[config.mk]
export PLATFORM = sky130hd
export DESIGN_NAME = strobe_pcm_port
export DESIGN_NICKNAME = d
export VERILOG_FILES = /design/src/rtl/spcm_pkg.sv /design/src/rtl/spcm_sync_bits.sv /design/src/rtl/spcm_bitclk.sv /design/src/rtl/spcm_tx.sv /design/src/rtl/spcm_rx.sv /design/src/rtl/strobe_pcm_port.sv
export SDC_FILE = /design/constraint.sdc
export NUM_CORES = 1
export LEC_CHECK = 0
export BUFFER_PORTS_ARGS = -buffer_cell sky130_fd_sc_hd__buf_2
export CORE_MARGIN = 3
export CORE_UTILIZATION = 51
export CTS_CLUSTER_SIZE = 25
export DETAILED_ROUTE_END_ITERATION = 10
export PLACE_DENSITY = 0.83
export SLEW_MARGIN = 20
export SYNTH_ARGS = -nofsm -noshare
export SYNTH_HDL_FRONTEND = slang
export SYNTH_SLANG_ARGS = --single-unit
[constraint.sdc]
create_clock -name clk -period 1.81 [get_ports clk]
set_input_delay 0.4525 -clock clk [delete_from_list [all_inputs] [get_ports clk]]
set_output_delay 0.4525 -clock clk [all_outputs]
set_load 0.05 [all_outputs]
[src/rtl/spcm_pkg.sv]
package spcm_pkg;

  typedef enum logic {
    MODE_EXT_CLK = 1'b0,
    MODE_INT_CLK = 1'b1
  } spcm_mode_e;

  // clk_sel code that picks the faster internal bit rate
  localparam logic [1:0] FAST_RATE_CODE = 2'b01;

  function automatic int half_period(input int mclk_khz, input int rate_khz);
    return mclk_khz / (2 * rate_khz);
  endfunction

endpackage

[src/rtl/spcm_sync_bits.sv]
module spcm_sync_bits #(
  parameter int W      = 3,
  parameter int STAGES = 2
) (
  input  logic         clk,
  input  logic         rst_n,
  input  logic [W-1:0] d,
  output logic [W-1:0] q
);

  logic [W-1:0] stage_q [STAGES];

  for (genvar i = 0; i < STAGES; i++) begin : g_stage
    if (i == 0) begin : g_first
      always_ff @(posedge clk or negedge rst_n) begin
        if (!rst_n) stage_q[i] <= '0;
        else        stage_q[i] <= d;
      end
    end else begin : g_next
      always_ff @(posedge clk or negedge rst_n) begin
        if (!rst_n) stage_q[i] <= '0;
        else        stage_q[i] <= stage_q[i-1];
      end
    end
  end

  assign q = stage_q[STAGES-1];

endmodule

[src/rtl/spcm_bitclk.sv]
// Turns either the synchronized external bit clock or an internal divider
// into single-cycle rise/fall enables, gated by the active window.
module spcm_bitclk #(
  parameter int HALF_LO = 16,
  parameter int HALF_HI = 8
) (
  input  logic clk,
  input  logic rst_n,
  input  logic async_en,
  input  logic fast,
  input  logic bclk_s,
  input  logic win_active,
  output logic bit_rise,
  output logic bit_fall
);

  localparam int CW = $clog2(2 * HALF_LO);
  localparam logic [CW-1:0] LAST_LO = CW'(2 * HALF_LO - 1);
  localparam logic [CW-1:0] LAST_HI = CW'(2 * HALF_HI - 1);
  localparam logic [CW-1:0] MID_LO  = CW'(HALF_LO);
  localparam logic [CW-1:0] MID_HI  = CW'(HALF_HI);

  logic [CW-1:0] cnt_q, cnt_n, last_c, mid_c;
  logic          bclk_d_q;

  always_comb begin
    last_c = fast ? LAST_HI : LAST_LO;
    mid_c  = fast ? MID_HI : MID_LO;
    cnt_n  = '0;
    // divider runs only inside a window, so its phase restarts per strobe
    if (async_en && win_active) begin
      cnt_n = (cnt_q == last_c) ? '0 : cnt_q + 1'b1;
    end
  end

  always_ff @(posedge clk or negedge rst_n) begin
    if (!rst_n) begin
      cnt_q    <= '0;
      bclk_d_q <= 1'b0;
    end else begin
      cnt_q    <= cnt_n;
      bclk_d_q <= bclk_s;
    end
  end

  always_comb begin
    if (async_en) begin
      bit_rise = win_active && (cnt_q == '0);
      bit_fall = win_active && (cnt_q == mid_c);
    end else begin
      bit_rise = win_active && bclk_s && !bclk_d_q;
      bit_fall = win_active && !bclk_s && bclk_d_q;
    end
  end

endmodule

[src/rtl/spcm_tx.sv]
module spcm_tx #(
  parameter int           W     = 8,
  parameter logic [W-1:0] QUIET = '1
) (
  input  logic         clk,
  input  logic         rst_n,
  input  logic         win_active,
  input  logic         bit_rise,
  input  logic [W-1:0] load_byte,
  output logic         frame_start,
  output logic         dout_bit
);

  localparam int CNTW = $clog2(W + 1);
  localparam logic [CNTW-1:0] FULL = CNTW'(W);

  logic [W-1:0]    sh_q, sh_n;
  logic [CNTW-1:0] cnt_q, cnt_n;

  assign frame_start = win_active && bit_rise && (cnt_q == '0);

  always_comb begin
    sh_n  = sh_q;
    cnt_n = cnt_q;
    if (!win_active) begin
      sh_n  = QUIET;
      cnt_n = '0;
    end else if (bit_rise) begin
      if (cnt_q == '0) begin
        // first rising edge presents the MSB
        sh_n  = load_byte;
        cnt_n = CNTW'(1);
      end else if (cnt_q != FULL) begin
        sh_n  = {sh_q[W-2:0], 1'b0};
        cnt_n = cnt_q + 1'b1;
      end
    end
  end

  always_ff @(posedge clk or negedge rst_n) begin
    if (!rst_n) begin
      sh_q  <= QUIET;
      cnt_q <= '0;
    end else begin
      sh_q  <= sh_n;
      cnt_q <= cnt_n;
    end
  end

  assign dout_bit = sh_q[W-1];

endmodule

[src/rtl/spcm_rx.sv]
module spcm_rx #(
  parameter int W = 8
) (
  input  logic         clk,
  input  logic         rst_n,
  input  logic         win_active,
  input  logic         bit_fall,
  input  logic         din_s,
  output logic         done,
  output logic [W-1:0] done_byte
);

  localparam int CNTW = $clog2(W + 1);
  localparam logic [CNTW-1:0] LASTB = CNTW'(W - 1);
  localparam logic [CNTW-1:0] FULL  = CNTW'(W);

  logic [W-2:0]    sh_q, sh_n;
  logic [CNTW-1:0] cnt_q, cnt_n;

  // eighth falling edge completes the byte, first bit lands in the MSB
  assign done      = win_active && bit_fall && (cnt_q == LASTB);
  assign done_byte = {sh_q, din_s};

  always_comb begin
    sh_n  = sh_q;
    cnt_n = cnt_q;
    if (!win_active) begin
      cnt_n = '0;  // a short window drops its partial byte
    end else if (bit_fall && (cnt_q != FULL)) begin
      sh_n  = {sh_q[W-3:0], din_s};
      cnt_n = cnt_q + 1'b1;
    end
  end

  always_ff @(posedge clk or negedge rst_n) begin
    if (!rst_n) begin
      sh_q  <= '0;
      cnt_q <= '0;
    end else begin
      sh_q  <= sh_n;
      cnt_q <= cnt_n;
    end
  end

endmodule

[src/rtl/strobe_pcm_port.sv]
module strobe_pcm_port
  import spcm_pkg::*;
#(
  parameter int           W           = 8,
  parameter logic [W-1:0] QUIET       = '1,
  parameter int           MCLK_KHZ    = 4096,
  parameter int           RATE_LO_KHZ = 128,
  parameter int           RATE_HI_KHZ = 256,
  parameter int           SYNC_STAGES = 2
) (
  input  logic         clk,
  input  logic         rst_n,
  input  logic         mode_async,
  input  logic [1:0]   clk_sel,
  input  logic         ext_bclk,
  input  logic         strobe,
  input  logic         din,
  output logic         dout,
  output logic         dout_oe,
  input  logic [W-1:0] tx_byte,
  input  logic         tx_path_en,
  output logic [W-1:0] rx_byte,
  output logic         rx_valid
);

  localparam int HALF_LO = half_period(MCLK_KHZ, RATE_LO_KHZ);
  localparam int HALF_HI = half_period(MCLK_KHZ, RATE_HI_KHZ);

  // reset: asserted asynchronously, released on the clock
  logic rs1_q, rs2_q, rst_i;
  always_ff @(posedge clk or negedge rst_n) begin
    if (!rst_n) begin
      rs1_q <= 1'b0;
      rs2_q <= 1'b0;
    end else begin
      rs1_q <= 1'b1;
      rs2_q <= rs1_q;
    end
  end
  assign rst_i = rs2_q;

  spcm_mode_e mode;
  logic       async_en, fast;
  assign mode     = spcm_mode_e'(mode_async);
  assign async_en = (mode == MODE_INT_CLK);
  assign fast     = (clk_sel == FAST_RATE_CODE);

  logic bclk_s, stb_s, din_s;
  spcm_sync_bits #(.W(3), .STAGES(SYNC_STAGES)) u_sync (
    .clk  (clk),
    .rst_n(rst_i),
    .d    ({ext_bclk, strobe, din}),
    .q    ({bclk_s, stb_s, din_s})
  );

  logic bit_rise, bit_fall;
  spcm_bitclk #(.HALF_LO(HALF_LO), .HALF_HI(HALF_HI)) u_bitclk (
    .clk       (clk),
    .rst_n     (rst_i),
    .async_en  (async_en),
    .fast      (fast),
    .bclk_s    (bclk_s),
    .win_active(stb_s),
    .bit_rise  (bit_rise),
    .bit_fall  (bit_fall)
  );

  logic [W-1:0] hold_q, hold_n, load_byte;
  logic         frame_start, tx_bit;

  // quiet code replaces the byte; R6/R7: current or held byte
  assign load_byte = !tx_path_en ? QUIET : (async_en ? hold_q : tx_byte);

  spcm_tx #(.W(W), .QUIET(QUIET)) u_tx (
    .clk        (clk),
    .rst_n      (rst_i),
    .win_active (stb_s),
    .bit_rise   (bit_rise),
    .load_byte  (load_byte),
    .frame_start(frame_start),
    .dout_bit   (tx_bit)
  );

  logic         rx_done;
  logic [W-1:0] rx_done_byte;
  spcm_rx #(.W(W)) u_rx (
    .clk       (clk),
    .rst_n     (rst_i),
    .win_active(stb_s),
    .bit_fall  (bit_fall),
    .din_s     (din_s),
    .done      (rx_done),
    .done_byte (rx_done_byte)
  );

  logic [W-1:0] rxb_q, rxb_n, pend_q, pend_n;
  logic         rxv_q, rxv_n, pv_q, pv_n;

  always_comb begin
    hold_n = hold_q;
    rxb_n  = rxb_q;
    rxv_n  = 1'b0;
    pend_n = pend_q;
    pv_n   = pv_q;
    if (async_en) begin
      // one frame of delay in both directions
      if (frame_start) begin
        hold_n = tx_byte;
        if (pv_q) begin
          rxv_n = 1'b1;
          rxb_n = pend_q;
          pv_n  = 1'b0;
        end
      end
      if (rx_done) begin
        pend_n = rx_done_byte;
        pv_n   = 1'b1;
      end
    end else if (rx_done) begin
      // report in the same window
      rxv_n = 1'b1;
      rxb_n = rx_done_byte;
    end
  end

  always_ff @(posedge clk or negedge rst_i) begin
    if (!rst_i) begin
      hold_q <= QUIET;
      rxb_q  <= '0;
      rxv_q  <= 1'b0;
      pend_q <= '0;
      pv_q   <= 1'b0;
    end else begin
      hold_q <= hold_n;
      rxb_q  <= rxb_n;
      rxv_q  <= rxv_n;
      pend_q <= pend_n;
      pv_q   <= pv_n;
    end
  end

  assign dout     = tx_bit;
  assign dout_oe  = stb_s;
  assign rx_byte  = rxb_q;
  assign rx_valid = rxv_q;

endmodule

# Word level (Yosys, flattened, before mapping)
# Cells that the tools add are included.
dict set report classes {
  n_addsub 3
  n_eq_ne 11
  muxes 28
  reduce_logical 24
}
# operator count
set ops {}
lappend ops {{8-bit two-way mux} 10}
lappend ops {{4-bit two-way mux} 6}
lappend ops {{5-bit two-way mux} 4}
lappend ops {{1-bit logical AND} 12}
lappend ops {{5-bit equality test} 2}
lappend ops {{2-bit AND reduction} 5}
lappend ops {{4-bit by 1-bit adder with 4-bit output, second input constant} 2}
lappend ops {{1-bit two-way mux} 8}
lappend ops {{2-bit by 1-bit inequality test with 1-bit output, second input constant} 4}
lappend ops {{4-bit inequality test, second input constant} 2}
lappend ops {{5-bit by 1-bit adder with 5-bit output, second input constant} 1}
lappend ops {{5-bit logical NOT} 1}
lappend ops {{4-bit by 3-bit equality test with 1-bit output, second input constant} 1}
lappend ops {{4-bit logical NOT} 1}
lappend ops {{2-bit nonzero test} 2}
lappend ops {{3-bit by 1-bit inequality test with 1-bit output, second input constant} 1}
lappend ops {{3-bit AND reduction} 1}
lappend ops {{2-bit by 1-bit equality test with 1-bit output, second input constant} 1}
lappend ops {{1-bit logical NOT} 2}
dict set report word_totals {
  reg_bits 63
  input_bits 17
  out_inout_bits 11
  elab_cells 81
}

# Longest topological paths before layout
dict set report depth {
  word_depth 9
  mapped_depth 8
  depth_no_buf 6
}

# Cells and area by module
# Synthesis repeated with hierarchy kept, for this count alone.
dict set report unflattened {
  cells_unflattened 259
  hier_area_um2 2981.6
}
# module instances cells_per_inst area_per_inst_um2 seq_area_each_um2
set by_module_without_submodules {}
lappend by_module_without_submodules {strobe_pcm_port 1 109 1272.5 710.7}
lappend by_module_without_submodules {spcm_tx 1 64 678.2 310.3}
lappend by_module_without_submodules {spcm_rx 1 43 524.3 275.3}
lappend by_module_without_submodules {spcm_bitclk 1 34 334.1 150.1}
lappend by_module_without_submodules {spcm_sync_bits 1 9 172.7 150.1}

# Worst setup path before layout
# No wires, ideal clock.
dict set report synth_path {
  path_kind {flip-flop to flip-flop}
  start {register u_sync.stage_q, in the netlist u_sync.q[1]}
  end {register rxb_q[0] (netlist: rx_byte[0])}
  setup_ns 0.125
  arrival_time_ns 2.314
  required_ns 1.685
  slack_ns -0.630
  stages_incl_launch_ff 8
  path_buffers 3
  period_less_slack_ns 2.440
  path_cell_list {dfrtp_1 > buf_4 > nand4b_1 > or4_1 > buf_4 > o22a_1 > buf_6 > mux2_4}
}
dict set report synth_via {
  elab_chain_cells 7
  elab_cells_between_ends 15
  classes_between {eq/ne (1); mux (2); reduce/logical (12)}
}
# item line_no
set synth_rtl {}
lappend synth_rtl {{start: declaration} spcm_sync_bits.sv:11} ;# logic [W-1:0] stage_q [STAGES];
lappend synth_rtl {{start signal: indexed assignment} spcm_sync_bits.sv:22} ;# else stage_q[i] <= stage_q[i-1];
lappend synth_rtl {{1-bit logical AND, on equally long branches (2 in series)} {spcm_bitclk.sv:51, spcm_bitclk.sv:52}}
lappend synth_rtl {{1-bit two-way mux} spcm_bitclk.sv:47} ;# if (async_en) begin
lappend synth_rtl {{1-bit logical AND, on equally long branches (2 in series)} {spcm_tx.sv:20, spcm_rx.sv:21}}
lappend synth_rtl {{2-bit by 1-bit inequality test with 1-bit output (no line) / 2-bit nonzero test (equally long branches)} -}
lappend synth_rtl {{3-bit AND reduction (no line) *} -}
lappend synth_rtl {{end signal: assignment} strobe_pcm_port.sv:135} ;# rxb_q <= rxb_n;
lappend synth_rtl {{end: declaration} strobe_pcm_port.sv:96} ;# logic [W-1:0] rxb_q, rxb_n, pend_q, pend_n;
# Every way passes the cells marked *; elsewhere a longest branch is shown, timed or not.
# A chain may end at the register's enable or synchronous reset.

# Final worst setup path
dict set report layout_path {
  start {register u_tx.cnt_q[0]}
  end {register rxb_q[1] (netlist: rx_byte[1])}
}
dict set report layout_via {
  elab_chain_cells 4
}
# item line_no
set layout_rtl {}
lappend layout_rtl {{start: declaration} spcm_tx.sv:18} ;# logic [CNTW-1:0] cnt_q, cnt_n;
lappend layout_rtl {{start signal: assignment} spcm_tx.sv:46} ;# cnt_q <= cnt_n;
lappend layout_rtl {{4-bit logical NOT} spcm_tx.sv:20} ;# assign frame_start = win_active && bit_rise && (cnt_q == '0);
lappend layout_rtl {{1-bit logical AND} spcm_tx.sv:20}
lappend layout_rtl {{2-bit by 1-bit inequality test with 1-bit output (no line)} -}
lappend layout_rtl {{3-bit AND reduction (no line)} -}
# No other way between the ends.

==> results.toml <==
[timing]
period_needed_ps = 2196
drv_slew = 0
fmax_ghz = 0.4553
setup_viol = 36
setup_ws_ps = -386.4
rsz0062_at_grt = "true"
fin_crit_sh_pct = 121.3
hold_viol_final = 0
fin_skew_ps = 12.28

[route]
postRouteAntennaNets = 0
drcViolationCount = 0
routedWlPerCell_microns = 18.60
avgViaCountPerCell = 5.592
wirelength_mm = 7.107
firstDrtPassIters = 5
vias = 2136
drt_iter0_drc = 183

[final_layout]
finalNetCount = 330
area.growth.synth_to_final_pct = 37.80
fin_cells = 382
drive_gt1_share_pct = 59.94
n_antenna_cell = 0

[clock_tree]
clk_pin_slew_ps = 80
cts_buffers = 9
cts.htree.levels = 3
cts_tree = "yes"
insertion_delay_ps = 350
cts_root_buf = "clkbuf_8"
clock_path_buffers = 2
cts.sinks = 63

[global_routing]
grt_use_met2_pct = 35.02
met3_usage_pct = 6.908
gr-max-usage-layer = "met2"
gr-total-overflow = 0
grt_pass1_vias = 2240
grt_max_degree = 36
antenna_found_initial = 0
grt_usage_pct = 22.42
grtUsageMet1_pct = 28.03
grt_pass1_wl_mm = 10.78

[synth]
yosys_warnings = 0
synth-edff-count = 0
synth.avg_cell_area_sq_um = 13.21
yosysSeqAreaShare_pct = 54.93
syn_area_sq_um = 2907
ys.flop_type = "dfrtp_1"
async_reset_ff_share_pct = 100.0
synth.net_count = 243
ys_types = 47
ys_ff_latch = 63
syn_inst = 220

[setup_path]
worstPathArrival_ps = 2440
crit_type = "flop to flop"
critPathRequiredTime_ps = 2050
worstPathMaxFanout = 5
crit_path_end_kind = "flop"
startpoint_type = "flop"
reg2reg_slack_ps = -390

[die]
initial_core_util_pct = 54.81
die_h_microns = 81.49
rows = 26
die_w_microns = 81.49
die_area_sq_um = 6641
core_sq_um = 5303
ioPinCount = 28

[placed_design]
globalplace.congestion = 0.8783
dp_cells = 345
dpl.hpwl_mm = 3.839
numPortBuffers = 27
pre_cts_slack_ps = -365.1

[status]
status = "finished, violations left"
violations = "setup timing"

[worst_hold_path]
worstHoldPathType = "input port to flop"

[power_and_ir_drop]
leakage_nw = 1.957
vdd_drop_max_v = 0.0007913
p_total_mw = 3.229
p_per_area_nw_per_um2 = 806.1

[job]
cap_violations = 0
final cells by class:
type                       count  area [sq um]
sequential                    63          1599
multi-input combinational    140          1430
fill                         309          1297
timing repair buffer          82         674.4
clock buffer                   9         123.9
tap                           70         87.58
clock inverter                 7         48.80
inverter                      11         41.29
cells in the mapped netlist, types with 2 or more instances:
cell type,count,area share (%)
or4bb_1,2,0.77
nand3_1,4,0.69
mux2_2,39,15
dfrtp_1,47,40
mux2i_1,12,4.1
a21oi_1,3,0.52
mux2_4,8,4.1
and3_1,2,0.43
nor2_1,11,1.4
xnor2_1,2,0.60
clkbuf_1,2,0.26
nand2_1,14,1.8
ha_1,6,2.6
dfstp_2,16,14
inv_1,11,1.4
nor2b_1,2,0.43
a2bb2oi_1,7,2.1
buf_4,2,0.52
a31o_2,2,0.60
where the power goes:
part,switching [mW],total (mW),internal [mW]
clock,0.580,1.07,0.495
sequential,0.0662,1.64,1.58
combinational,0.217,0.511,0.294
total,0.863,3.23,2.37
flip-flops by register name (all words and copies together), names as in the netlist:
| name | cells |
|---|---|
| u_tx.cnt_q | 4 |
| rx_byte | 8 |
| rx_valid | 1 |
| rs1_q | 1 |
| u_sync.q | 3 |
| rs2_q | 1 |
| u_tx.sh_q | 8 |
| pv_q | 1 |
| pend_q | 8 |
| u_bitclk.cnt_q | 5 |
| u_sync.stage_q | 3 |
| u_bitclk.bclk_d_q | 1 |
| u_rx.cnt_q | 4 |
| hold_q | 8 |
| u_rx.sh_q | 7 |
critical path: stages (launching register included):
cell and delay (ps):
dfrtp_1 390, inv_2 80, ha_4 120, or3b_4 380
or4_4 430, o22a_4 240, buf_12 150, mux2_4 290
what timing repair did:
item | in CTS | in global routing
buffers inserted | 11 | 7
cloned | 2 | 1
resized for setup | 19 | 23
pin swaps | 4 | 4
hold endpoints to repair | 2 | 0
setup endpoints to repair | 43 | 48
hold buffers | 1 | 0
cell families (layout without fill, tap and decap cells):
logic type | after synthesis | count (layout) | share of synthesized area, %
simple gates | 46 | 47 | 8.524
compound gates | 24 | 24 | 6.673
mux | 59 | 59 | 23.38
buf+inv | 18 | 109 | 2.884
fa+ha+maj | 6 | 6 | 2.583
flops | 63 | 63 | 54.93
other cells | 1 | 1 | 0.1290
xor+xnor | 3 | 3 | 0.9042
layer usage:
layer	part of all wire, %	wire length (microns)
met1	39	2806
met2	49	3513
met3	6.6	472
met5	0	0
met4	4.4	316
through the flow:
step | setup TNS (ps) | cell area [sq um] | util (%) | hold WS, ps
2_1_floorplan | -5568 | 2980 | - | 156.9
4_1_cts | -5938 | 3846 | 72.53 | 198.3
3_5_place_dp | -11580 | 3446 | 64.98 | 239.3
5_1_grt | -10380 | 4005 | 75.53 | 194.9
3_3_place_gp | -10620 | 3446 | 64.98 | 236.2
6_report | -8426 | 4005 | 75.53 | 209.1
cells in the final DEF, fill, tap and decap left out, types with 3 or more instances in the layout:
cell,instances
clkbuf_8,9
clkinvlp_4,3
nand3_1,3
mux2i_1,12
dfrtp_1,45
inv_2,4
nand2_1,13
mux2_2,23
mux2_4,24
nor2_1,10
buf_12,4
buf_6,7
a2bb2oi_1,7
buf_4,40
inv_1,7
buf_2,27
ha_1,4
dfstp_2,16
a21oi_1,3
path summary, 6_finish.rpt:
check                                     startpoint                          end  depth (start not counted)
hold / removal                              ext_bclk  u_sync.stage_q[5]$_DFF_PN0_                          1
setup / recovery           u_tx.cnt_q[0]$_DFFE_PN0P_       rx_byte[1]$_DFFE_PN0P_                          7
hold reg to reg                      rs2_q$_DFF_PN0_     u_rx.sh_q[5]$_DFFE_PN0P_                          1
min in group asynchronous            rs2_q$_DFF_PN0_     u_rx.sh_q[5]$_DFFE_PN0P_                          1
setup reg to reg           u_tx.cnt_q[0]$_DFFE_PN0P_       rx_byte[1]$_DFFE_PN0P_                          7
max in group asynchronous            rs2_q$_DFF_PN0_     u_tx.sh_q[7]$_DFFE_PN1P_                          1
Note: power is estimated with default switching activity, not from simulation.
